$ cat config.mk
export PLATFORM = sky130hd
export DESIGN_NAME = leak_recover_top
export DESIGN_NICKNAME = d
export VERILOG_FILES = /design/src/rtl/leak_recover_pkg.sv /design/src/rtl/leak_classify.sv /design/src/rtl/leak_pipe_reg.sv /design/src/rtl/leak_page_stats.sv /design/src/rtl/leak_recover_top.sv
export SDC_FILE = /design/constraint.sdc
export NUM_CORES = 1
export LEC_CHECK = 0
export BUFFER_PORTS_ARGS = -buffer_cell sky130_fd_sc_hd__buf_2
export CAP_MARGIN = 25
export CORE_UTILIZATION = 40
export DETAILED_ROUTE_END_ITERATION = 10
export PLACE_DENSITY = 0.62
export SYNTH_ARGS = -nofsm -noshare
export SYNTH_HDL_FRONTEND = slang
export SYNTH_SLANG_ARGS = --single-unit
$ cat constraint.sdc
create_clock -name clk -period 4.05 [get_ports clk]
set_input_delay 0.6075 -clock clk [delete_from_list [all_inputs] [get_ports clk]]
set_output_delay 0.6075 -clock clk [all_outputs]
set_load 0.02 [all_outputs]
$ cat src/rtl/leak_recover_pkg.sv
package leak_recover_pkg;

  // Two-bit cell values, lowest to highest threshold
  typedef enum logic [1:0] {
    ST_ER = 2'b11,
    ST_P1 = 2'b10,
    ST_P2 = 2'b00,
    ST_P3 = 2'b01
  } mlc_state_e;

  // Per-cell result carried down the pipeline
  typedef struct packed {
    logic [1:0] code;
    logic       risky;
    logic       moved;
    logic       last;
  } cell_res_t;

endpackage

$ cat src/rtl/leak_classify.sv
module leak_classify
  import leak_recover_pkg::*;
#(
  parameter int VW = 8
) (
  input  logic [VW-1:0] v0,
  input  logic [VW-1:0] v1,
  input  logic [VW-1:0] ref_lo,
  input  logic [VW-1:0] ref_mid,
  input  logic [VW-1:0] ref_opt,
  input  logic [VW-1:0] sigma,
  input  logic [VW-1:0] drop_thr,
  input  logic          last,
  output cell_res_t     res
);

  logic [VW:0]   win_lo;
  logic [VW:0]   win_hi;
  logic [VW-1:0] drop;
  logic          in_band;
  logic          fast;
  mlc_state_e    plain;
  mlc_state_e    fixed;

  // Band edges in one extra bit so neither end wraps
  assign win_hi = {1'b0, ref_opt} + {1'b0, sigma};
  assign win_lo = (sigma > ref_opt) ? '0 : ({1'b0, ref_opt} - {1'b0, sigma});

  assign in_band = ({1'b0, v0} >= win_lo) && ({1'b0, v0} <= win_hi);

  // Charge lost between the two samples, floored at zero
  assign drop = (v0 > v1) ? (v0 - v1) : '0;
  assign fast = drop > drop_thr;

  always_comb begin
    if (v0 >= ref_opt)      plain = ST_P3;
    else if (v0 >= ref_mid) plain = ST_P2;
    else if (v0 >= ref_lo)  plain = ST_P1;
    else                    plain = ST_ER;
  end

  always_comb begin
    if (in_band) fixed = fast ? ST_P3 : ST_P2;
    else         fixed = plain;
  end

  always_comb begin
    res.code  = fixed;
    res.risky = in_band;
    res.moved = in_band && (fixed != plain);
    res.last  = last;
  end

endmodule

$ cat src/rtl/leak_pipe_reg.sv
module leak_pipe_reg #(
  parameter int W = 8
) (
  input  logic         clk,
  input  logic         rst_n,
  input  logic         up_valid,
  output logic         up_ready,
  input  logic [W-1:0] up_data,
  output logic         dn_valid,
  input  logic         dn_ready,
  output logic [W-1:0] dn_data
);

  logic         vld_q;
  logic [W-1:0] dat_q;

  // Full-throughput slot: refills in the same cycle it drains
  assign up_ready = !vld_q || dn_ready;
  assign dn_valid = vld_q;
  assign dn_data  = dat_q;

  always_ff @(posedge clk) begin
    if (!rst_n) begin
      vld_q <= 1'b0;
      dat_q <= '0;
    end else if (up_ready) begin
      vld_q <= up_valid;
      if (up_valid) dat_q <= up_data;
    end
  end

endmodule

$ cat src/rtl/leak_page_stats.sv
module leak_page_stats #(
  parameter int CNT_W = 16
) (
  input  logic             clk,
  input  logic             rst_n,
  input  logic             fire,
  input  logic             risky,
  input  logic             moved,
  input  logic             last,
  output logic             rpt_valid,
  output logic [CNT_W-1:0] rpt_risky,
  output logic [CNT_W-1:0] rpt_moved
);

  logic [CNT_W-1:0] cnt_risky;
  logic [CNT_W-1:0] cnt_moved;

  function automatic logic [CNT_W-1:0] sat_inc(input logic [CNT_W-1:0] c, input logic inc);
    return (inc && (c != '1)) ? c + 1'b1 : c;
  endfunction

  always_ff @(posedge clk) begin
    if (!rst_n) begin
      cnt_risky <= '0;
      cnt_moved <= '0;
      rpt_valid <= 1'b0;
      rpt_risky <= '0;
      rpt_moved <= '0;
    end else begin
      rpt_valid <= fire && last;
      if (fire) begin
        if (last) begin
          rpt_risky <= sat_inc(cnt_risky, risky);
          rpt_moved <= sat_inc(cnt_moved, moved);
          cnt_risky <= '0;
          cnt_moved <= '0;
        end else begin
          cnt_risky <= sat_inc(cnt_risky, risky);
          cnt_moved <= sat_inc(cnt_moved, moved);
        end
      end
    end
  end

endmodule

$ cat src/rtl/leak_recover_top.sv
module leak_recover_top
  import leak_recover_pkg::*;
#(
  parameter int VW     = 8,
  parameter int CNT_W  = 16,
  parameter int STAGES = 2
) (
  input  logic             clk,
  input  logic             rst_n,
  input  logic [VW-1:0]    cfg_ref_lo,
  input  logic [VW-1:0]    cfg_ref_mid,
  input  logic [VW-1:0]    cfg_opt,
  input  logic [VW-1:0]    cfg_sigma,
  input  logic [VW-1:0]    cfg_drop_thr,
  input  logic             in_valid,
  output logic             in_ready,
  input  logic [VW-1:0]    in_v0,
  input  logic [VW-1:0]    in_v1,
  input  logic             in_last,
  output logic             out_valid,
  input  logic             out_ready,
  output logic [1:0]       out_code,
  output logic             out_risky,
  output logic             out_moved,
  output logic             out_last,
  output logic             rpt_valid,
  output logic [CNT_W-1:0] rpt_risky,
  output logic [CNT_W-1:0] rpt_moved
);

  localparam int RES_W = $bits(cell_res_t);

  cell_res_t        head_res;
  cell_res_t        tail_res;
  logic             vld [STAGES+1];
  logic             rdy [STAGES+1];
  logic [RES_W-1:0] dat [STAGES+1];

  leak_classify #(.VW(VW)) u_classify (
    .v0       (in_v0),
    .v1       (in_v1),
    .ref_lo   (cfg_ref_lo),
    .ref_mid  (cfg_ref_mid),
    .ref_opt  (cfg_opt),
    .sigma    (cfg_sigma),
    .drop_thr (cfg_drop_thr),
    .last     (in_last),
    .res      (head_res)
  );

  assign vld[0]   = in_valid;
  assign in_ready = rdy[0];
  assign dat[0]   = head_res;

  for (genvar g = 0; g < STAGES; g++) begin : g_stage
    leak_pipe_reg #(.W(RES_W)) u_slot (
      .clk      (clk),
      .rst_n    (rst_n),
      .up_valid (vld[g]),
      .up_ready (rdy[g]),
      .up_data  (dat[g]),
      .dn_valid (vld[g+1]),
      .dn_ready (rdy[g+1]),
      .dn_data  (dat[g+1])
    );
  end

  assign rdy[STAGES] = out_ready;
  assign out_valid   = vld[STAGES];
  assign tail_res    = cell_res_t'(dat[STAGES]);
  assign out_code    = tail_res.code;
  assign out_risky   = tail_res.risky;
  assign out_moved   = tail_res.moved;
  assign out_last    = tail_res.last;

  leak_page_stats #(.CNT_W(CNT_W)) u_stats (
    .clk       (clk),
    .rst_n     (rst_n),
    .fire      (out_valid && out_ready),
    .risky     (tail_res.risky),
    .moved     (tail_res.moved),
    .last      (tail_res.last),
    .rpt_valid (rpt_valid),
    .rpt_risky (rpt_risky),
    .rpt_moved (rpt_moved)
  );

endmodule

Word level (Yosys, flattened, before mapping)
Cells that the tools add are included.
{ "classes": {"addsub": 5, "order_cmp": 8, "eq_ne": 3, "mux": 11, "reduce_logical": 13} }
{ "op_table": {"columns": ["op", "n"], "rows": [
  ["16-bit two-way mux", 4],
  ["16-bit by 1-bit adder with 16-bit output (second input constant)", 2],
  ["16-bit != test (second input constant)", 2],
  ["8-bit greater-or-equal comparator", 3],
  ["8-bit greater-than comparator", 3],
  ["8-bit by 8-bit adder with 9-bit output", 1],
  ["8-bit by 9-bit greater-or-equal comparator with 1-bit output", 1],
  ["8-bit by 9-bit less-or-equal comparator with 1-bit output", 1],
  ["9-bit two-way mux", 1],
  ["8-bit by 8-bit subtractor with 9-bit output", 1],
  ["8-bit two-way mux", 1],
  ["8-bit subtractor", 1],
  ["1-bit logical AND", 6],
  ["2-bit two-way mux", 3],
  ["2-bit AND reduction", 3],
  ["1-bit zero test", 2],
  ["1-bit logical OR", 2],
  ["1-bit two-way mux", 2],
  ["2-bit != test", 1]
]} }
{ "totals": {"reg_bits": 77, "input_bits": 61, "out_inout_bits": 40, "word_cells": 49} }

Depth between registers and ports, before layout
Gate-level depths: netlist of the first run.
{ "logic_depth": {"ltp_word": 7, "mapped_depth": 17, "ltp_nobuf": 17} }

Modules after synthesis
Synthesis of the first run repeated with hierarchy kept, for this count alone.
{ "unflattened": {"hier_cells": 800, "hier_area_um2": 6399.9} }
{ "by_module_without_submodules": {"columns": ["module", "instances", "cells_each", "area_per_inst_um2", "seq_area_each_um2"], "rows": [
  ["leak_page_stats", 1, 448, 3692.3, 1301.2],
  ["leak_classify", 1, 297, 2173.3, 0.0],
  ["leak_pipe_reg", 2, 27, 264.0, 120.1],
  ["leak_recover_top", 1, 1, 6.3, 0.0]
]} }

Worst setup path before layout of the first run
OpenSTA, ideal clock, no wires.
{ "synth_path": {"kind": "input-to-reg", "startpoint": "input in_v0[0]", "endpoint": "register g_stage[0].u_slot.dat_q[1]", "setup_ns": 0.101, "arrival_ns": 3.719, "required_time_ns": 3.949, "slack_ns": 0.230, "stages": 17, "n_path_buf": 0, "cell_sequence": "inv_1 > ha_1 > inv_1 > fa_1 > a21o_1 > a21oi_1 > nor2_1 > o31a_1 > o31ai_2 > nor2_1 > ha_1 > nand3_1 > o21bai_1 > a31o_2 > a21oi_1 > mux2i_1 > o41ai_1"} }
{ "synth_via": {"elab_chain_len": 7, "elab_cells_between_ends": 17, "cone_classes": "add/sub: 1; order compare: 7; eq/ne: 1; mux: 6; reduce/logical: 2"} }
{ "synth_lines": {"columns": ["item", "line", "source"], "rows": [
  ["start, declared", "leak_recover_top.sv:17", "input logic [VW-1:0] in_v0,"],
  ["8-bit subtractor (tied with other cells)", "leak_classify.sv:32", "assign drop = (v0 > v1) ? (v0 - v1) : '0;"],
  ["8-bit two-way mux or 1-bit two-way mux (tied branches)", "leak_classify.sv:32, leak_classify.sv:38", null],
  ["8-bit greater-than comparator or 2-bit two-way mux (tied branches)", "leak_classify.sv:33, leak_classify.sv:37", null],
  ["1-bit two-way mux or 2-bit two-way mux (tied branches)", "leak_classify.sv:43, leak_classify.sv:36", null],
  ["2-bit two-way mux", "leak_classify.sv:43", "if (in_band) fixed = fast ? ST_P3 : ST_P2;"],
  ["2-bit != test", "leak_classify.sv:50", "res.moved = in_band && (fixed != plain);"],
  ["1-bit logical AND *", "leak_classify.sv:50", null],
  ["end signal, assigned", "leak_pipe_reg.sv:28", "if (up_valid) dat_q <= up_data;"],
  ["end, declared", "leak_pipe_reg.sv:15", "logic [W-1:0] dat_q;"]
]} }
Every way passes the cells marked *; elsewhere a longest branch is shown, timed or not.
A chain may end at the register's enable or synchronous reset.

Worst setup path after layout of the first run
Ends and elaborated chain as after synthesis.

==> flow_summary.toml, run 1 <==
[run_status]
status = "complete, no violations"

[cts]
worstSkewPairLatency_ns = 0.34
htreeDepth = 3
clock-sinks = 77
clkTransAtPathRegs_ns = 0.06
cts_setup_buffers = 0
cts_hold_buf = 0
cts_tree = "built"
numCtsBuffers = 9
cts_root_buf = "clkbuf_16"
clockBufferDepth = 2

[synth]
yosysWarnings = 0
ys_types = 75
synth_edf_count = 0
yosys_register_bits = 77
synth-main-ff-cell = "dfxtp_1"
syn_inst = 743
async_flop_share_pct = 0
netlist_area_sq_um = 5960
synth.avg_cell_area_sq_um = 8.02
syn_nets = 881
yosysSeqAreaShare_pct = 25.9

[cells_and_area]
fin_cells = 1012
mostFrequentLayoutCells = "buf_2 (100), dfxtp_1 (77), ha_1 (74), a21oi_1 (69), nor2_1 (68)"
drive_gt1_share_pct = 17.5
final_cell_area_sq_um = 6940
final_common_cell = "buf_2"
syn_to_final_growth_pct = 16.5
nNetsFinal = 960
seq_area_sq_um = 1540
nFillCells = 1475
multi_input_area_sq_um = 3990
utilization_pct = 47.7

[pwr]
ir_drop_mv = 0.194
p_per_area_nw_per_um2 = 307
cellLeakagePower_uw = 0.00302
total_power_uw = 2130

[placement]
port_buffers = 100
place.detailed.hpwl_um = 10500
gp_congestion = 0.833
post_dp_cell_area_sq_um = 6570
dp_cells = 994

[sta]
finalClockSkew_ns = 0.00513
hold_violations = 0
period_share_pct = 89.6
min_period_ns = 3.63
timing.fmax_mhz = 275
drv_slew = 0
hold-worst-slack_ns = 0.455
tightestPinTransition_ns = 1.00
setup_viol = 0
relSlewSlack_pct = 33.2
rsz0062_at_grt = "false"

[flow_run]
max-cap-violations = 0

[worst_setup_path]
critical_path.max_fanout = 5
critPathKind = "primary input to flip-flop"
cp.required_ns = 4.29
crit_path_end_kind = "flip-flop"
arrival_ns = 3.87
start_kind = "primary input"

[die]
die_area_sq_um = 15400
die_w_um = 124
num_rows = 44
ios = 101
die_height_um = 124
coreArea_sq_um = 14500
start_util_pct = 41.0

[grt]
grt_first_pass_wirelength_um = 23000
first_global_vias = 4876
grt-ovfl-total = 0
track_usage_pct = 18.9
grt_max_degree = 63
antenna_found_initial = 1

[detailed_routing]
num_vias = 5356
firstDrtPassIters = 4
vias_per_cell = 5.29
finalWirelength_um = 14000
drc_errors = 0
drtIter0Drc = 283
ant_nets = 0
routedWlPerCell_um = 13.8

[min_path]
hold_path_class = "flip-flop to flip-flop"
## where the power goes
group | leakage (uW) | internal [uW] | switching [uW]
registers | 0.000621 | 767 | 6.27
logic | 0.00224 | 197 | 242
clock network | 0.000167 | 618 | 298
total | 0.00302 | 1580 | 547
## synth_stat cells, drive strengths merged (3+ instances only)
library cell | number | area [sq um]
o21bai | 3 | 22.5
o211ai | 3 | 22.5
and2 | 5 | 31.3
mux2i | 8 | 80.1
a31oi | 13 | 96.3
nand4 | 14 | 87.6
o31ai | 3 | 27.5
o31a | 3 | 26.3
o21a | 8 | 60.1
a22oi | 10 | 75.1
nor4 | 4 | 46.3
buf | 15 | 90.1
a311oi | 3 | 43.8
nor3 | 11 | 71.3
and4 | 4 | 35.0
clkbuf | 27 | 101
inv | 64 | 240
or3 | 12 | 75.1
o21ai | 69 | 345
a211oi | 17 | 133
fa | 3 | 60.1
nand2b | 11 | 68.8
a21oi | 70 | 354
a2111oi | 3 | 45.1
xor2 | 11 | 96.3
nand3 | 17 | 103
a21o | 10 | 75.1
ha | 74 | 926
nor2b | 6 | 37.5
xnor2 | 31 | 272
nor2 | 68 | 255
nand2 | 33 | 126
dfxtp | 77 | 1540
and3 | 6 | 42.5
## worst paths after layout
path,from,to,slack [ns],cells after the start
min reg2reg,g_stage[0].u_slot.dn_data[0],g_stage[0].u_slot.dn_data[0],0.45,2
max reg2reg,u_stats.cnt_risky[0],u_stats.cnt_risky[10],1.87,7
max,in_v0[0],g_stage[0].u_slot.dn_data[1],0.42,18
min,g_stage[0].u_slot.dn_data[0],g_stage[0].u_slot.dn_data[0],0.45,2
## cells by family after synthesis
logic type      count (synthesis)  share of synthesized area (%)
mux                             8                           1.34
xor+xnor                       42                           6.18
compound gates                233                           25.0
flops                          77                           25.9
simple gates                  200                           17.8
fa+ha+maj                      77                           16.6
buf+inv                       106                           7.25
## stage by stage
step	TNS, ns	worst slack (ns)
floorplan	0	0.230
global placement	0	0.0171
detailed placement	-0.0254	-0.0254
CTS	0	0.324
global route	0	0.122
finish	0	0.419
## flip-flops by register name, summed over array words and instances (netlist names)
name,cells
u_stats.cnt_moved,16
u_stats.rpt_risky,16
u_stats.rpt_valid,1
g_stage.u_slot.dn_data,10
u_stats.cnt_risky,16
u_stats.rpt_moved,16
g_stage.u_slot.dn_valid,2
## timing repair
action,4_1_cts,5_1_grt
setup endpoints to repair,0,1
gates resized for setup,0,1
endpoints found under the hold margin,0,0
## worst max-delay path, stage by stage
cell      delay [ns]
buf_2           0.09
inv_1           0.06
ha_1            0.14
inv_1           0.05
fa_1            0.40
a21o_1          0.18
a21oi_1         0.18
nor2_1          0.07
o31a_1          0.28
o31ai_4         0.26
nor2_1          0.09
ha_1            0.30
nand3_1         0.11
o21bai_1        0.18
a31o_2          0.25
a21oi_1         0.28
mux2i_1         0.13
o41ai_1         0.22
## final cells by class
cell class	instances	share of cell area, %
repair buffers	110	8.48
diodes	1	0.0361
clock buffers	12	3.55
flip-flops and latches	77	22.2
multi-input cells	560	57.6
clock inverters	4	1.37
well taps	184	3.32
inverters	64	3.46
## per-layer routing
layer | global-route usage, % | routed length [um] | share of wire, %
met1 | 25.0 | 6950 | 50
met2 | 31.7 | 6370 | 46
met3 | 3.11 | 487 | 3.5
met4 | 5.28 | 182 | 1.3
met5 | 0 | 0 | 0
Power figures use the tool's default switching activity.
==> inputs of run 2 (changes only) <==
--- a/config.mk
+++ b/config.mk
@@ -12,4 +12,5 @@
 export PLACE_DENSITY = 0.62
 export SYNTH_ARGS = -nofsm -noshare
 export SYNTH_HDL_FRONTEND = slang
+export SYNTH_HIERARCHICAL = 1
 export SYNTH_SLANG_ARGS = --single-unit
==> flow_summary.toml, run 2 <==
[run_status]
status = "complete, no violations"

[cts]
cts_tree = "built"
post_cts_resize_count = 0
clock-sinks = 77
worstSkewPairLatency_ns = 0.34
cts_hold_buf = 0
cts_setup_buffers = 0
numCtsBuffers = 9
htreeDepth = 3
clkTransAtPathRegs_ns = 0.06
clockBufferDepth = 2
cts_root_buf = "clkbuf_16"

[die]
num_rows = 45
start_util_pct = 41.5
die_w_um = 128
die_area_sq_um = 16500
die_height_um = 128
coreArea_sq_um = 15400
ios = 101

[placement]
gp_congestion = 0.826
dp_cells = 1070
port_buffers = 100
place.detailed.hpwl_um = 12300

[synth]
async_flop_share_pct = 0
netlist_area_sq_um = 6400
synth-main-ff-cell = "dfxtp_1"
ys_top_cells_by_count = "dfxtp_1 (77), ha_1 (74), inv_1 (69), nand2_1 (50), o21ai_0 (49)"
yosysTopAreaCellShare_pct = 24.1
yosysTopAreaCell = "dfxtp_1"
synth_most_common_cell = "dfxtp_1"
yosysSeqAreaShare_pct = 24.1
ys_types = 75
synth_area_leaders = "dfxtp_1 (24%), ha_1 (14%), inv_1 (4.0%), o21ai_0 (3.8%), nand2_1 (2.9%)"
synth.avg_cell_area_sq_um = 8.00
yosys_register_bits = 77
synth_edf_count = 0
syn_inst = 800
syn_nets = 938
yosysWarnings = 6

[worst_setup_path]
critical_path.max_fanout = 5
crit_path_end_kind = "flip-flop"
cp.required_ns = 4.33
critPathKind = "primary input to flip-flop"
arrival_ns = 4.00
start_kind = "primary input"

[grt]
grt-ovfl-total = 0
track_usage_pct = 20.6
first_global_vias = 5642
grt_first_pass_wirelength_um = 27400
antenna_found_initial = 0
grt_max_degree = 49

[sta]
relSlewSlack_pct = 30.1
drv_slew = 0
period_share_pct = 91.9
rsz0062_at_grt = "false"
setup_viol = 0
tightestPinTransition_ns = 1.04
finalClockSkew_ns = 0.00571
min_period_ns = 3.72
finalSetupTns_ns = 0
timing.fmax_mhz = 269
hold_violations = 0

[cells_and_area]
drive_gt1_share_pct = 18.4
nNetsFinal = 1008
final_common_cell = "buf_2"
diodes = 0
fin_cells = 1086
syn_to_final_growth_pct = 14.1
mostFrequentLayoutCells = "buf_2 (100), dfxtp_1 (77), ha_1 (74), inv_1 (69), nand2_1 (50)"

[detailed_routing]
num_vias = 6128
drtIter0Drc = 314
vias_per_cell = 5.64
drc_errors = 0
ant_nets = 0
finalWirelength_um = 16500
firstDrtPassIters = 5
routedWlPerCell_um = 15.2

[min_path]
hold_path_class = "flip-flop to flip-flop"

[pwr]
cellLeakagePower_uw = 0.00316
ir_drop_mv = 0.229
p_per_area_nw_per_um2 = 288

[flow_run]
max-cap-violations = 0
## run 2: per-stage QoR
step	utilization, %	power, uW	hold slack, ns	area, sq um	setup WS [ns]
after floorplan	-	1110	0.440	6400	0.309
after global placement	45.2	1230	0.447	6970	0.0816
after detailed placement	45.2	1230	0.450	6970	0.00442
after CTS	47.3	2120	0.460	7300	0.309
after global routing	47.3	2210	0.473	7300	0.0129
final	47.3	2100	0.456	7300	0.328
## run 2: routing by layer
layer | wire length, um | share of wire, % | vias to the layer above | GRT usage (%)
met2 | 7540 | 46 | 139 | 34.4
li1 | - | - | 3122 | -
met1 | 8060 | 49 | 2853 | 28.0
met5 | 0 | 0 | - | 0
met4 | 127 | 0.77 | 0 | 3.67
met3 | 735 | 4.5 | 14 | 3.62
## run 2: critical path, stage by stage
cell,delay [ns]
buf_2,0.09
inv_1,0.07
ha_1,0.17
inv_1,0.05
fa_1,0.39
a21o_1,0.17
a21oi_1,0.17
nor2b_1,0.08
o21a_1,0.18
o21ai_1,0.14
a21o_1,0.21
nor2_1,0.07
ha_1,0.30
a21oi_1,0.07
o21ai_0,0.23
mux2i_1,0.11
nor2_1,0.31
nor3_1,0.13
a211oi_2,0.23
nand4_1,0.13
o21ai_2,0.07
## run 2: final cells by class
| class | instances | area [sq um] |
|---|---|---|
| Tap cell | 211 | 264 |
| Clock buffer | 12 | 256 |
| Multi-Input combinational cell | 605 | 4350 |
| Clock inverter | 4 | 70.1 |
| Timing Repair Buffer | 108 | 561 |
| Inverter | 69 | 259 |
| Fill cell | 1570 | 8130 |
| Sequential cell | 77 | 1540 |
## run 2: worst paths after layout
kind	depth (start not counted)	slack, ns	startpoint	endpoint
max reg2reg	4	1.63	g_stage[1].u_slot/dn_valid	u_stats/cnt_moved[15]
min	2	0.46	g_stage[1].u_slot/dn_data[4]	g_stage[1].u_slot/dn_data[4]
min reg2reg	2	0.46	g_stage[1].u_slot/dn_data[4]	g_stage[1].u_slot/dn_data[4]
max	21	0.33	in_v0[0]	g_stage[0].u_slot/dn_data[1]
## run 2: kinds of logic after synthesis
family | after synthesis | share of synthesized area [%]
adder cells (fa/ha/maj) | 77 | 15.4
flip-flops | 77 | 24.1
AND/OR/NAND/NOR | 280 | 24.7
XOR/XNOR | 14 | 1.92
AO/OA/AOI/OAI | 228 | 25.0
buffers and inverters | 118 | 7.96
multiplexers | 6 | 0.938
## run 2: power breakdown
part	switching (uW)	internal (uW)
registers	15.2	769
logic	238	189
clock network	317	571
==> inputs of run 3 (changes only) <==
--- a/config.mk
+++ b/config.mk
@@ -9,8 +9,7 @@
 export CAP_MARGIN = 25
 export CORE_UTILIZATION = 40
 export DETAILED_ROUTE_END_ITERATION = 10
-export PLACE_DENSITY = 0.62
+export PLACE_DENSITY_LB_ADDON = 0.25
 export SYNTH_ARGS = -nofsm -noshare
 export SYNTH_HDL_FRONTEND = slang
-export SYNTH_HIERARCHICAL = 1
 export SYNTH_SLANG_ARGS = --single-unit
==> flow_summary.toml, run 3 (same netlist as run 1, synthesis figures left out) <==
[worst_setup_path]
path_buf_inv = 3
crit_end = "g_stage[0].u_slot.dn_data[1]"
crit_family = "compound AO/OA/AOI/OAI gates"
crit_path_end_kind = "flip-flop"
path_cells = "buf_2 -> inv_1 -> ha_1 -> inv_1 -> fa_1 -> a21o_1 -> a21oi_1 -> nor2_1 -> o31a_1 -> o31ai_4 -> nor2_1 -> ha_1 -> nand3_1 -> o21bai_1 -> a31o_2 -> a21oi_1 -> mux2i_1 -> o41ai_1"
critical_path.max_fanout = 5
cpPeakStageDelay_ns = 0.41
cp-startpoint = "in_v0[0]"
arrival_ns = 3.97
r2r_slack_ns = 1.83
critPathKind = "primary input to flip-flop"
slowest_stage = "fa_1"
start_kind = "primary input"
r2r_end = "u_stats.cnt_risky[10]"
reg2reg_depth = 7
r2r_start = "u_stats.cnt_risky[0]"
crit_cells = 18
cp.required_ns = 4.28

[sta]
hold-worst-slack_ns = 0.458
min_period_ns = 3.74
finalClockSkew_ns = 0.00534
timing.fmax_mhz = 267
rsz0062_at_grt = "false"
setup_viol = 0
tightestPinTransition_ns = 1.00
relSlewSlack_pct = 33.2
finalSetupTns_ns = 0
hold_violations = 0
drv_slew = 0
period_share_pct = 92.4

[grt]
grt_max_degree = 63
antenna_found_initial = 0
grt-ovfl-total = 0
met2_usage_pct = 29.8
use_met1_pct = 24.4
use_met3_pct = 2.93
busiest_layer = "met2"
first_global_vias = 4647
grt_first_pass_wirelength_um = 22100
track_usage_pct = 18.1

[detailed_routing]
firstDrtPassIters = 4
drtIter0Drc = 278
routedWlPerCell_um = 13.5
drc_errors = 0
vias_per_cell = 5.23
num_vias = 5279
ant_nets = 0
finalWirelength_um = 13600

[placement]
post_dp_cell_area_sq_um = 6570
port_buffers = 100
dp_cells = 994
gp_congestion = 0.834
place.detailed.hpwl_um = 10200

[cts]
clkTransAtPathRegs_ns = 0.06
htreeDepth = 3
cts_setup_buffers = 0
cts_root_buf = "clkbuf_16"
worstSkewPairLatency_ns = 0.33
clock-sinks = 77
cts_tree = "built"
clockBufferDepth = 2
numCtsBuffers = 9

[cells_and_area]
nNetsFinal = 959
diodes = 0
final_cell_area_sq_um = 6900
syn_to_final_growth_pct = 15.8
fin_cells = 1010
final_common_cell = "buf_2"
mostFrequentLayoutCells = "buf_2 (100), dfxtp_1 (77), ha_1 (74), a21oi_1 (69), nor2_1 (68)"
drive_gt1_share_pct = 17.6

[pwr]
p_switching_uw = 542
ir_drop_mv = 0.196
sequentialPowerShare_pct = 37.3
cellLeakagePower_uw = 0.00301
internal_power_uw = 1530
combPwrFrac_pct = 20.9
p_per_area_nw_per_um2 = 301
switching_share_pct = 26.1
pwr-share-clk_pct = 41.8

[flow_run]
max-cap-violations = 0

[die]
die_height_um = 124
num_rows = 44
die_area_sq_um = 15400
start_util_pct = 41.0
ios = 101
coreArea_sq_um = 14500
die_w_um = 124

[run_status]
status = "complete, no violations"

[min_path]
hold_path_class = "flip-flop to flip-flop"
min_from = "g_stage[0].u_slot.dn_data[4]"
[run 3: cell types whose count changed in the layout (fill, tap and decap cells not counted), sizes merged, moves of 12 or more]
cell / previous run / this run
a21oi: 34 / 70
a31oi: 26 / 13
and3: 18 / 6
nand2: 50 / 33
nand3: 31 / 17
nand4: 30 / 14
nor2: 42 / 68
nor3: 27 / 11
xnor2: 11 / 31
[run 3: layer usage]
layer | wire length [um] | part of all wire (%)
met5 | 0 | 0
met4 | 139 | 1.0
met3 | 409 | 3.0
met2 | 6170 | 45
met1 | 6920 | 51
[run 3: power by group through the flow]
| stage | registers (uW) | clock network (uW) | logic [uW] |
|---|---|---|---|
| 2_1_floorplan | 792 | 0 | 304 |
| 3_3_place_gp | 790 | 0 | 431 |
| 3_5_place_dp | 790 | 0 | 433 |
| 4_1_cts | 774 | 883 | 436 |
| 5_1_grt | 774 | 925 | 494 |
| 6_report | 774 | 866 | 434 |
[run 3: through the flow]
stage          util [%]  power (uW)  setup slack, ns
3_5_place_dp       45.2        1220          -0.0952
3_3_place_gp       45.2        1220          -0.0339
5_1_grt            47.5        2190           0.0515
4_1_cts            47.4        2090            0.226
2_1_floorplan         -        1100            0.230
6_report           47.5        2070            0.310
[run 3: worst reg2reg max path: stages, from the launching register on]
cell and delay [ns]:
dfxtp_1 0.41, ha_1 0.18, and3_1 0.45, nand4_1 0.18, a211oi_1 0.44, o21ai_0 0.14, a22oi_1 0.21, nor2_1 0.05
[run 3: area by class of cell]
cell class	count	area, sq um
clock buffer	12	256
clock inverter	4	70.1
fill	1482	7630
inverter	64	240
multi-input combinational	560	3990
sequential	77	1540
tap	184	230
timing repair buffer	109	568
[run 3: worst min-delay path by stage]
stage                                   end  cells past startpoint  slack (ns)
2_1_floorplan  g_stage[0].u_slot.dn_data[4]                      2        0.43
3_3_place_gp   g_stage[0].u_slot.dn_data[4]                      2        0.44
3_5_place_dp   g_stage[0].u_slot.dn_data[4]                      2        0.45
4_1_cts        g_stage[0].u_slot.dn_data[4]                      2        0.46
5_1_grt        g_stage[0].u_slot.dn_data[2]                      2        0.49
6_report       g_stage[0].u_slot.dn_data[4]                      2        0.46
[run 3: timing repair]
item	4_1_cts	5_1_grt
hold buffers	0	0
resized for setup	0	1
endpoints found under the setup margin	0	1
